===== config.mk =====
export PLATFORM = sky130hd
export DESIGN_NAME = kwdt_top
export DESIGN_NICKNAME = d
export VERILOG_FILES = /design/src/rtl/kwdt_pkg.sv /design/src/rtl/kwdt_regs.sv /design/src/rtl/kwdt_timer.sv /design/src/rtl/kwdt_rstgen.sv /design/src/rtl/kwdt_top.sv
export SDC_FILE = /design/constraint.sdc
export NUM_CORES = 1
export LEC_CHECK = 0
export BUFFER_PORTS_ARGS = -buffer_cell sky130_fd_sc_hd__buf_2
export CAP_MARGIN = 15
export CORE_UTILIZATION = 50
export CTS_CLUSTER_DIAMETER = 80
export DETAILED_ROUTE_END_ITERATION = 10
export HOLD_SLACK_MARGIN = 0.06
export PLACE_DENSITY = 0.78
export RECOVER_POWER = 50
export SETUP_SLACK_MARGIN = 0.2
export SYNTH_ARGS = -nofsm -noshare
export SYNTH_HDL_FRONTEND = slang
export SYNTH_SLANG_ARGS = --single-unit

===== constraint.sdc =====
create_clock -name clk -period 5.8 [get_ports clk]
set_clock_uncertainty 0.15 [all_clocks]
set_input_delay 0.58 -clock clk [delete_from_list [all_inputs] [get_ports clk]]
set_output_delay 0.58 -clock clk [all_outputs]
set_load 0.01 [all_outputs]

===== src/rtl/kwdt_pkg.sv =====
package kwdt_pkg;

    localparam logic [4:0]  OFS_CTRL  = 5'h00;
    localparam logic [4:0]  OFS_LEN   = 5'h04;
    localparam logic [4:0]  OFS_KICK  = 5'h08;
    localparam logic [4:0]  OFS_SWRST = 5'h14;

    localparam logic [7:0]  CTRL_KEY   = 8'h22;
    localparam logic [4:0]  LEN_KEY    = 5'h08;
    localparam logic [31:0] KICK_CODE  = 32'h0000_1971;
    localparam logic [31:0] SWRST_CODE = 32'h0000_1209;

    typedef struct packed {
        logic dual;
        logic auto_go;
        logic irq_en;
        logic ext_en;
        logic ext_hi;
        logic run;
    } ctrl_t;

    typedef enum logic {STG_FIRST, STG_SECOND} stage_e;

    function automatic ctrl_t ctrl_unpack(input logic [31:0] w);
        ctrl_t c;
        c.run     = w[0];
        c.ext_hi  = w[1];
        c.ext_en  = w[2];
        c.irq_en  = w[3];
        c.auto_go = w[4];
        c.dual    = w[6];
        return c;
    endfunction

    function automatic logic [31:0] ctrl_pack(input ctrl_t c);
        logic [31:0] w;
        w    = '0;
        w[0] = c.run;
        w[1] = c.ext_hi;
        w[2] = c.ext_en;
        w[3] = c.irq_en;
        w[4] = c.auto_go;
        w[6] = c.dual;
        return w;
    endfunction

endpackage


===== src/rtl/kwdt_regs.sv =====
module kwdt_regs
    import kwdt_pkg::*;
#(
    parameter int LEN_W = 11
) (
    input  logic             clk,
    input  logic             rst,
    input  logic             bus_sel_i,
    input  logic             bus_wr_i,
    input  logic [4:0]       bus_addr_i,
    input  logic [31:0]      bus_wdata_i,
    output logic [31:0]      bus_rdata_o,
    input  logic             clr_run_i,
    output ctrl_t            ctrl_o,
    output logic [LEN_W-1:0] len_o,
    output logic             reload_o,
    output logic             swrst_o
);
    ctrl_t            ctrl_q;
    logic [LEN_W-1:0] len_q;
    logic             reload_q;
    logic             wr_go, ctrl_ok, len_ok, kick_ok;
    ctrl_t            ctrl_new;

    assign wr_go    = bus_sel_i && bus_wr_i;
    assign ctrl_new = ctrl_unpack(bus_wdata_i);
    assign ctrl_ok  = wr_go && bus_addr_i == OFS_CTRL && bus_wdata_i[31:24] == CTRL_KEY;
    assign len_ok   = wr_go && bus_addr_i == OFS_LEN  && bus_wdata_i[4:0] == LEN_KEY;
    assign kick_ok  = wr_go && bus_addr_i == OFS_KICK && bus_wdata_i == KICK_CODE;
    assign swrst_o  = wr_go && bus_addr_i == OFS_SWRST && bus_wdata_i == SWRST_CODE;

    always_ff @(posedge clk) begin
        if (rst) begin
            ctrl_q   <= '0;
            len_q    <= '1;
            reload_q <= 1'b0;
        end else begin
            if (ctrl_ok)
                ctrl_q <= ctrl_new;
            else if (clr_run_i)
                ctrl_q.run <= 1'b0;
            if (len_ok)
                len_q <= bus_wdata_i[5 +: LEN_W];
            reload_q <= len_ok || kick_ok || (ctrl_ok && ctrl_new.run && !ctrl_q.run);
        end
    end

    always_comb begin
        case (bus_addr_i)
            OFS_CTRL: bus_rdata_o = ctrl_pack(ctrl_q);
            OFS_LEN:  bus_rdata_o = 32'(len_q) << 5;
            default:  bus_rdata_o = '0;
        endcase
    end

    assign ctrl_o   = ctrl_q;
    assign len_o    = len_q;
    assign reload_o = reload_q;

    // a control write with the wrong key leaves the register alone
    assert_ctrl_key_R1: assert property (@(posedge clk) disable iff (rst)
        (wr_go && bus_addr_i == OFS_CTRL && bus_wdata_i[31:24] != CTRL_KEY && !clr_run_i)
        |=> $stable(ctrl_q));

    // a length write with the wrong key leaves the length alone
    assert_len_key_R2: assert property (@(posedge clk) disable iff (rst)
        (wr_go && bus_addr_i == OFS_LEN && bus_wdata_i[4:0] != LEN_KEY)
        |=> $stable(len_q));

endmodule


===== src/rtl/kwdt_timer.sv =====
module kwdt_timer
    import kwdt_pkg::*;
#(
    parameter int LEN_W      = 11,
    parameter int UNIT_TICKS = 512
) (
    input  logic             clk,
    input  logic             rst,
    input  logic             tick_i,
    input  logic             run_i,
    input  logic             dual_i,
    input  logic             irq_en_i,
    input  logic             auto_i,
    input  logic [LEN_W-1:0] len_i,
    input  logic             reload_i,
    output logic             irq_o,
    output logic             fire_o,
    output logic             clr_run_o
);
    localparam int PRE_W = (UNIT_TICKS > 1) ? $clog2(UNIT_TICKS) : 1;
    localparam logic [PRE_W-1:0] PRE_LAST = PRE_W'(UNIT_TICKS - 1);

    logic [PRE_W-1:0] pre_q;
    logic [LEN_W-1:0] cnt_q;
    stage_e           stage_q;
    logic             irq_q;
    logic             step, wrap, expire, two_stage, bark;

    assign step      = run_i && tick_i && !reload_i;
    assign wrap      = step && pre_q == PRE_LAST;
    assign expire    = wrap && cnt_q <= LEN_W'(1);
    assign two_stage = dual_i && irq_en_i;
    assign bark      = expire && two_stage && stage_q == STG_FIRST;
    assign fire_o    = expire && !bark;
    assign clr_run_o = fire_o && !auto_i;

    always_ff @(posedge clk) begin
        if (rst) begin
            pre_q   <= '0;
            cnt_q   <= '1;
            stage_q <= STG_FIRST;
            irq_q   <= 1'b0;
        end else if (reload_i) begin
            pre_q   <= '0;
            cnt_q   <= len_i;
            stage_q <= STG_FIRST;
            irq_q   <= 1'b0;
        end else if (!run_i) begin
            stage_q <= STG_FIRST;
            irq_q   <= 1'b0;
        end else if (step) begin
            if (wrap) begin
                pre_q <= '0;
                if (expire) begin
                    cnt_q   <= len_i;
                    stage_q <= bark ? STG_SECOND : STG_FIRST;
                    irq_q   <= bark;
                end else begin
                    cnt_q <= cnt_q - LEN_W'(1);
                end
            end else begin
                pre_q <= pre_q + PRE_W'(1);
            end
        end
    end

    assign irq_o = irq_q;

    // the interrupt only rises while armed in two-stage mode with it enabled
    assert_irq_cause_R6: assert property (@(posedge clk) disable iff (rst)
        $rose(irq_o) |-> $past(run_i && dual_i && irq_en_i));

    // a stopped timer holds its prescaler and drops the interrupt
    assert_stop_hold_R8: assert property (@(posedge clk) disable iff (rst)
        (!run_i && !reload_i) |=> ($stable(pre_q) && !irq_o));

endmodule


===== src/rtl/kwdt_rstgen.sv =====
module kwdt_rstgen #(
    parameter int RST_TICKS = 16
) (
    input  logic clk,
    input  logic rst,
    input  logic tick_i,
    input  logic fire_i,
    input  logic swrst_i,
    input  logic ext_en_i,
    input  logic ext_hi_i,
    output logic sys_rst_o,
    output logic ext_rst_o
);
    localparam int CW = $clog2(RST_TICKS + 1);

    logic [CW-1:0] left_q;
    logic          pulse;

    always_ff @(posedge clk) begin
        if (rst)
            left_q <= '0;
        else if (fire_i || swrst_i)
            left_q <= CW'(RST_TICKS);
        else if (tick_i && left_q != '0)
            left_q <= left_q - CW'(1);
    end

    assign pulse     = left_q != '0;
    assign sys_rst_o = pulse;
    assign ext_rst_o = ext_en_i ? (ext_hi_i ? pulse : !pulse) : !ext_hi_i;

    // a timer expiry that fires is seen on the reset output next cycle
    assert_fire_pulse_R5: assert property (@(posedge clk) disable iff (rst)
        fire_i |=> sys_rst_o);

endmodule


===== src/rtl/kwdt_top.sv =====
module kwdt_top
    import kwdt_pkg::*;
#(
    parameter int LEN_W      = 11,
    parameter int UNIT_TICKS = 512,
    parameter int RST_TICKS  = 16
) (
    input  logic        clk,
    input  logic        rst,
    input  logic        tick,
    input  logic        bus_sel,
    input  logic        bus_wr,
    input  logic [4:0]  bus_addr,
    input  logic [31:0] bus_wdata,
    output logic [31:0] bus_rdata,
    output logic        irq_o,
    output logic        sys_rst_o,
    output logic        ext_rst_o
);
    ctrl_t            ctrl;
    logic [LEN_W-1:0] len;
    logic             reload, swrst, fire, clr_run;

    kwdt_regs #(.LEN_W(LEN_W)) u_regs (
        .clk(clk), .rst(rst),
        .bus_sel_i(bus_sel), .bus_wr_i(bus_wr), .bus_addr_i(bus_addr),
        .bus_wdata_i(bus_wdata), .bus_rdata_o(bus_rdata),
        .clr_run_i(clr_run), .ctrl_o(ctrl), .len_o(len),
        .reload_o(reload), .swrst_o(swrst)
    );

    kwdt_timer #(.LEN_W(LEN_W), .UNIT_TICKS(UNIT_TICKS)) u_timer (
        .clk(clk), .rst(rst), .tick_i(tick),
        .run_i(ctrl.run), .dual_i(ctrl.dual), .irq_en_i(ctrl.irq_en),
        .auto_i(ctrl.auto_go), .len_i(len), .reload_i(reload),
        .irq_o(irq_o), .fire_o(fire), .clr_run_o(clr_run)
    );

    kwdt_rstgen #(.RST_TICKS(RST_TICKS)) u_rstgen (
        .clk(clk), .rst(rst), .tick_i(tick),
        .fire_i(fire), .swrst_i(swrst),
        .ext_en_i(ctrl.ext_en), .ext_hi_i(ctrl.ext_hi),
        .sys_rst_o(sys_rst_o), .ext_rst_o(ext_rst_o)
    );

    // the software reset command reaches the reset output next cycle
    assert_swrst_pulse_R10: assert property (@(posedge clk) disable iff (rst)
        swrst |=> sys_rst_o);

endmodule


==> flow_metrics.tcl, run 1 <==
set metrics [dict create \
    cts.sinks 44 \
    n_fill_cell 473 \
    wirelength_um 6280 \
    ys_types 60 \
    dp_hpwl_um 4690 \
    path_clk_slew_ns 0.08 \
    antenna_found_initial 0 \
    synth_compound_area_share_pct 13.8 \
    synth_edf_count 0 \
    cts_hold_buf 0 \
    cts_tree "done" \
    synthArstFlopShare_pct 0 \
    synth_warnings 0 \
    final-seq-area_um2 881 \
    grt_pass1_wl_um 9870 \
    start_util_pct 52.4 \
    switchingPower_mw 0.184 \
    yosysSeqAreaShare_pct 32.7 \
    synth_top_area_share_pct 32.7 \
    synth_top_family_by_area "simple AND/OR/NAND/NOR gates" \
    gp_congestion 0.908 \
    yosys.area_share.adder_pct 2.79 \
    post-route-min-period_ns 2.73 \
    post-route-drc-count 0 \
    arrival_ns 2.00 \
    p_leak_nw 1.30 \
    p_per_area_mw_per_mm2 227 \
    max-slew-margin-rel_pct -8.27 \
    insertion_delay_ns 0.29 \
    setup_violations 0 \
    critPathMaxStageDelay_ns 0.52 \
    p_seq_share_pct 46.8 \
    antenna_cells 0 \
    tns_ns 0 \
    syn-instance-count 330 \
    synthMuxAreaShare_pct 3.39 \
    cts_buffer_depth 2 \
    peakVddDrop_uv 132 \
    startpoint_type "input pin" \
    synth-main-ff-cell "dfxtp_1" \
    postCtsSetupRepairBufs 0 \
    fin_util_pct 59.4 \
    drv_slew 13 \
    die_y_um 75.4 \
    drt_iter0_markers 197 \
    avgSynthCellArea_um2 8.16 \
    grt_max_degree 24 \
    path_class "in2out" \
    nets 429 \
    fin_crit_sh_pct 47.1 \
    root_buffer "clkbuf_8" \
    fmax_ghz 0.366 \
    crit_path_cell_trace "buf_2 -> or3_1 -> nor3_1 -> a22o_1 -> buf_2" \
    syn_to_final_growth_pct 13.3 \
    drive_above_1_share_pct 19.6 \
    synth-xor-area-share_pct 4.23 \
    power.share.switching_pct 26.6 \
    ios 77 \
    wl_per_cell_um 13.9 \
    yosys-top-cells-area "dfxtp_1 (33%), nand3_1 (5.6%), nor2_1 (4.9%)" \
    dr_total_vias 2613 \
    tightest_slew_ns 1.61 \
    viasPerCell 5.78 \
    cts_buffers 5 \
    drtPass1Iterations 4 \
    status "complete, but fails checks" \
    post_cts_resized 0 \
    path_max_fanout 7 \
    synthSimpleGateAreaFrac_pct 34.5 \
    syn_area_mm2 0.00269 \
    coreArea_mm2 0.00514 \
    worstPathRequired_ns 5.07 \
    combPwrFrac_pct 17.4 \
    rows 26 \
    die-width_um 75.4 \
    hold_class "reg2reg" \
    worstSetupEndpointType "output port" \
    die-area_mm2 0.00568 \
    violations "max-capacitance violations, max-slew violations" \
    finalHoldViolations 0 \
    final_antenna_net_count 0 \
    htreeDepth 2 \
    crit_top_cell "buf_2" \
    grt-ovfl-total 0 \
    multi_input_area_mm2 0.00162 \
    maxCapViolCount 1 \
    track_usage_pct 22.6 \
    crit_slowest_cell "nor3_1" \
    rsz0062_at_grt "false" \
    synth-seq-cells 44 \
    grt_pass1_vias 2227 \
    p_int_mw 0.509 \
    p_clk_share_pct 35.8 \
    numPortBuffers 60 \
    yosysTopAreaCell "dfxtp_1" \
]
-- stage by stage --
stage	hold slack (ns)	std cells	cell area [um2]	setup slack, ns	total power [mW]
3_3_place_gp	0.328	444	2950	3.11	0.449
2_1_floorplan	0.314	345	2750	3.42	0.425
5_1_grt	0.379	452	3050	2.76	0.729
4_1_cts	0.352	452	3070	3.13	0.698
3_5_place_dp	0.339	444	2950	3.14	0.452
6_report	0.348	452	3050	3.07	0.693
-- flip-flops by register name, summed over array words and instances (netlist names) --
| register | flops |
|---|---|
| u_timer.pre_q | 9 |
| u_timer.cnt_q | 11 |
| u_regs.len_o | 11 |
| u_regs.ctrl_o | 6 |
| u_regs.reload_o | 1 |
| u_timer.irq_o | 1 |
| u_rstgen.left_q | 5 |
-- worst paths after layout --
| kind | cells past startpoint | slack [ns] | endpoint | from |
|---|---|---|---|---|
| max | 5 | 3.07 | bus_rdata[6] | bus_addr[4] |
| min | 2 | 0.35 | u_regs.len_o[3] | u_regs.len_o[3] |
| max reg2reg | 8 | 3.19 | u_rstgen.left_q[1] | u_timer.pre_q[0] |
| min reg2reg | 2 | 0.35 | u_regs.len_o[3] | u_regs.len_o[3] |
-- power groups by stage --
stage	Combinational, mW	Sequential, mW	Clock [mW]
detailed placement	0.121	0.331	0
global placement	0.118	0.331	0
CTS	0.121	0.324	0.252
global route	0.136	0.326	0.268
floorplan	0.0965	0.329	0
finish	0.121	0.325	0.248
-- per-layer routing --
| metal | GRT usage (%) | vias to the layer above | wire length [um] |
|---|---|---|---|
| met2 | 38.4 | 109 | 3100 |
| met5 | 0 | - | 0 |
| met3 | 5.16 | 7 | 326 |
| met1 | 28.7 | 1221 | 2780 |
| li1 | - | 1276 | - |
| met4 | 6.79 | 0 | 69 |
-- critical path: cells and delay by family --
family,cells,cell delay [ns]
and+or+nand+nor,2,0.96
buffers and inverters,2,0.23
AOI/OAI and AO/OA,1,0.23
-- kinds of logic after synthesis --
group,count (synthesis)
muxes,9
buffers and inverters,42
and+or+nand+nor,159
DFF,44
AOI/OAI and AO/OA,56
adders and majority gates,6
other,1
xor gates and xnor gates,13
-- synthesized netlist by cell type (4+ instances only) --
cell type,number
a21oi_1,14
and2_1,12
and3_1,4
buf_4,16
clkbuf_1,10
dfxtp_1,44
ha_1,6
inv_1,10
mux2i_1,8
nand2_1,12
nand3_1,30
nand4_1,8
nor2_1,35
nor3_1,15
nor4_1,7
o21ai_0,16
or3_1,4
or4_1,5
xnor2_1,5
xor2_1,8
-- cell type report --
cell class,count,area share (%)
Clock buffer,6,2.71
Sequential cell,44,28.9
Inverter,11,1.35
Tap cell,70,2.87
Multi-Input combinational cell,259,53.1
Clock inverter,2,1.27
Timing Repair Buffer,60,9.80
-- cells in the final DEF, fill, tap and decap left out, types with 4 or more instances in the layout --
cell      Yosys  layout
inv_1        10      10
or4_1         5       5
a21oi_1      14      14
nor4_1        7       8
nand3_1      30      30
nand4_1       8       8
nand2_1      12      12
conb_1        1      16
nand4b_1      3       4
ha_1          6       6
clkbuf_8      0       6
and2_1       12      12
and3_1        4       4
mux2i_1       8       8
nor2_1       35      35
nor3_1       15      15
buf_2         3      59
xnor2_1       5       5
or3_1         4       5
o21ai_0      16      16
dfxtp_1      44      44
xor2_1        8       8
No activity file was read; power rests on OpenSTA's default activity.
==> inputs of run 2 (changes only) <==
CORE_UTILIZATION = 47   (was 50)
PLACE_DENSITY = 0.77   (was 0.78)
clock period = 2.4 ns   (was 5.8 ns; I/O delays follow)
==> flow_metrics.tcl, run 2 (synthesis gave the netlist of run 1 again) <==
set metrics [dict create \
    status "finished, final reports clean" \
    worstPathRequired_ns 2.45 \
    path_max_fanout 6 \
    nets 445 \
    wirelength_um 6770 \
    final_cell_mix "buf_2 (57), dfxtp_1 (42), nor2_1 (34)" \
    path_class "reg2reg" \
    die-width_um 77.7 \
    worstSetupEndpointType "register" \
    dp_hpwl_um 4990 \
    final_common_cell "buf_2" \
    die-area_mm2 0.00604 \
    grt-ovfl-total 0 \
    drtPass1Iterations 4 \
    total_power_mw 1.58 \
    syn_to_final_growth_pct 17.1 \
    root_buffer "clkbuf_8" \
    peakVddDrop_uv 440 \
    startpoint_type "register" \
    final_antenna_net_count 0 \
    post-route-min-period_ns 2.15 \
    tns_ns 0 \
    p_per_area_mw_per_mm2 502 \
    post-route-drc-count 0 \
    max-slew-margin-rel_pct 44.0 \
    cts_buffers 5 \
    drt_iter0_markers 132 \
    drive_above_1_share_pct 22.2 \
    drv_slew 0 \
    dr_total_vias 2677 \
    whs_ns 0.0638 \
    htreeDepth 2 \
    wl_per_cell_um 14.4 \
    fmax_ghz 0.464 \
    insertion_delay_ns 0.29 \
    setup_violations 0 \
    tightest_slew_ns 0.833 \
    p_leak_nw 1.33 \
    finalHoldViolations 0 \
    dpl_cell_area_mm2 0.00302 \
    rows 27 \
    ios 77 \
    viasPerCell 5.71 \
    track_usage_pct 23.3 \
    die_y_um 77.7 \
    cts.sinks 44 \
    hold_class "in2reg" \
    antenna_found_initial 0 \
    fin_area_mm2 0.00315 \
    grt_pass1_wl_um 11200 \
    cts_buffer_depth 2 \
    path_clk_slew_ns 0.08 \
    n_fill_cell 512 \
    antenna_cells 0 \
    maxCapViolCount 0 \
    grt_max_degree 23 \
    gp_congestion 0.873 \
    rsz0062_at_grt "false" \
    grt_pass1_vias 2404 \
    coreArea_mm2 0.00551 \
    fin_util_pct 57.3 \
    cts_tree "done" \
    start_util_pct 48.9 \
    arrival_ns 2.20 \
    fin_crit_sh_pct 89.7 \
    numPortBuffers 60 \
]
==> run 2: cell count changes in the layout (fill, tap and decap cells not counted), moves of 2 or more <==
cell / change
dfxtp_2: +2
dfxtp_1: -2
inv_2: +2
clkbuf_1: +4
buf_2: -2
and2_1: -4
and2_0: +4
dlygate4sd3_1: +5
buf_4: +9
inv_1: -2
==> run 2: area by class of cell <==
type | instances | area [um2] | area share (%)
Tap cell | 72 | 90.1 | 2.86
Inverter | 11 | 41.3 | 1.31
Sequential cell | 44 | 883 | 28.0
Clock buffer | 5 | 68.8 | 2.18
Clock inverter | 2 | 12.5 | 0.397
Multi-Input combinational cell | 259 | 1640 | 51.9
Timing Repair Buffer | 76 | 422 | 13.4
==> run 2: stage by stage <==
step,instances,setup WS (ns)
2_1_floorplan,345,0.225
3_3_place_gp,455,0.280
3_5_place_dp,455,0.205
4_1_cts,467,0.228
5_1_grt,469,0.128
6_report,469,0.247
==> run 2: worst max-delay path, cell delays in order (launching register included) <==
cell and delay (ns):
dfxtp_1 0.36, ha_1 0.22, nand3_1 0.11, nor2_2 0.12
ha_1 0.20, nand3_1 0.18, or4_1 0.51, a31o_1 0.21
==> run 2: path summary, 6_finish.rpt <==
kind / start / end / slack, ns / depth (start not counted)
worst max register to register: u_timer.pre_q[0] / u_timer.cnt_q[0] / 0.25 / 7
worst max-delay path: u_timer.pre_q[0] / u_timer.cnt_q[0] / 0.25 / 7
worst min-delay path: bus_wdata[10] / u_regs.len_o[5] / 0.06 / 3
worst min register to register: u_regs.len_o[7] / u_regs.len_o[7] / 0.35 / 2
==> run 2: power by group <==
part,switching (mW),total [mW],internal [mW],leakage (nW)
clock,0.249,0.446,0.197,0.0400
sequential,0.0270,0.787,0.760,0.357
combinational,0.178,0.348,0.169,0.935
total,0.455,1.58,1.13,1.33
==> run 2: repair_timing <==
action,4_1_cts,5_1_grt
setup endpoints to repair,7,15
endpoints found under the hold margin,5,0
pin swaps,0,0
hold buffers,5,0
gates resized for setup,2,11
setup buffers,0,2
==> run 2: layer usage <==
layer	global-route usage (%)	wire (um)	vias to the layer above
met4	10.4	172	0
met1	28.2	2890	1247
met5	0	0	-
met2	40.4	3360	99
met3	3.88	351	16
li1	-	-	1315
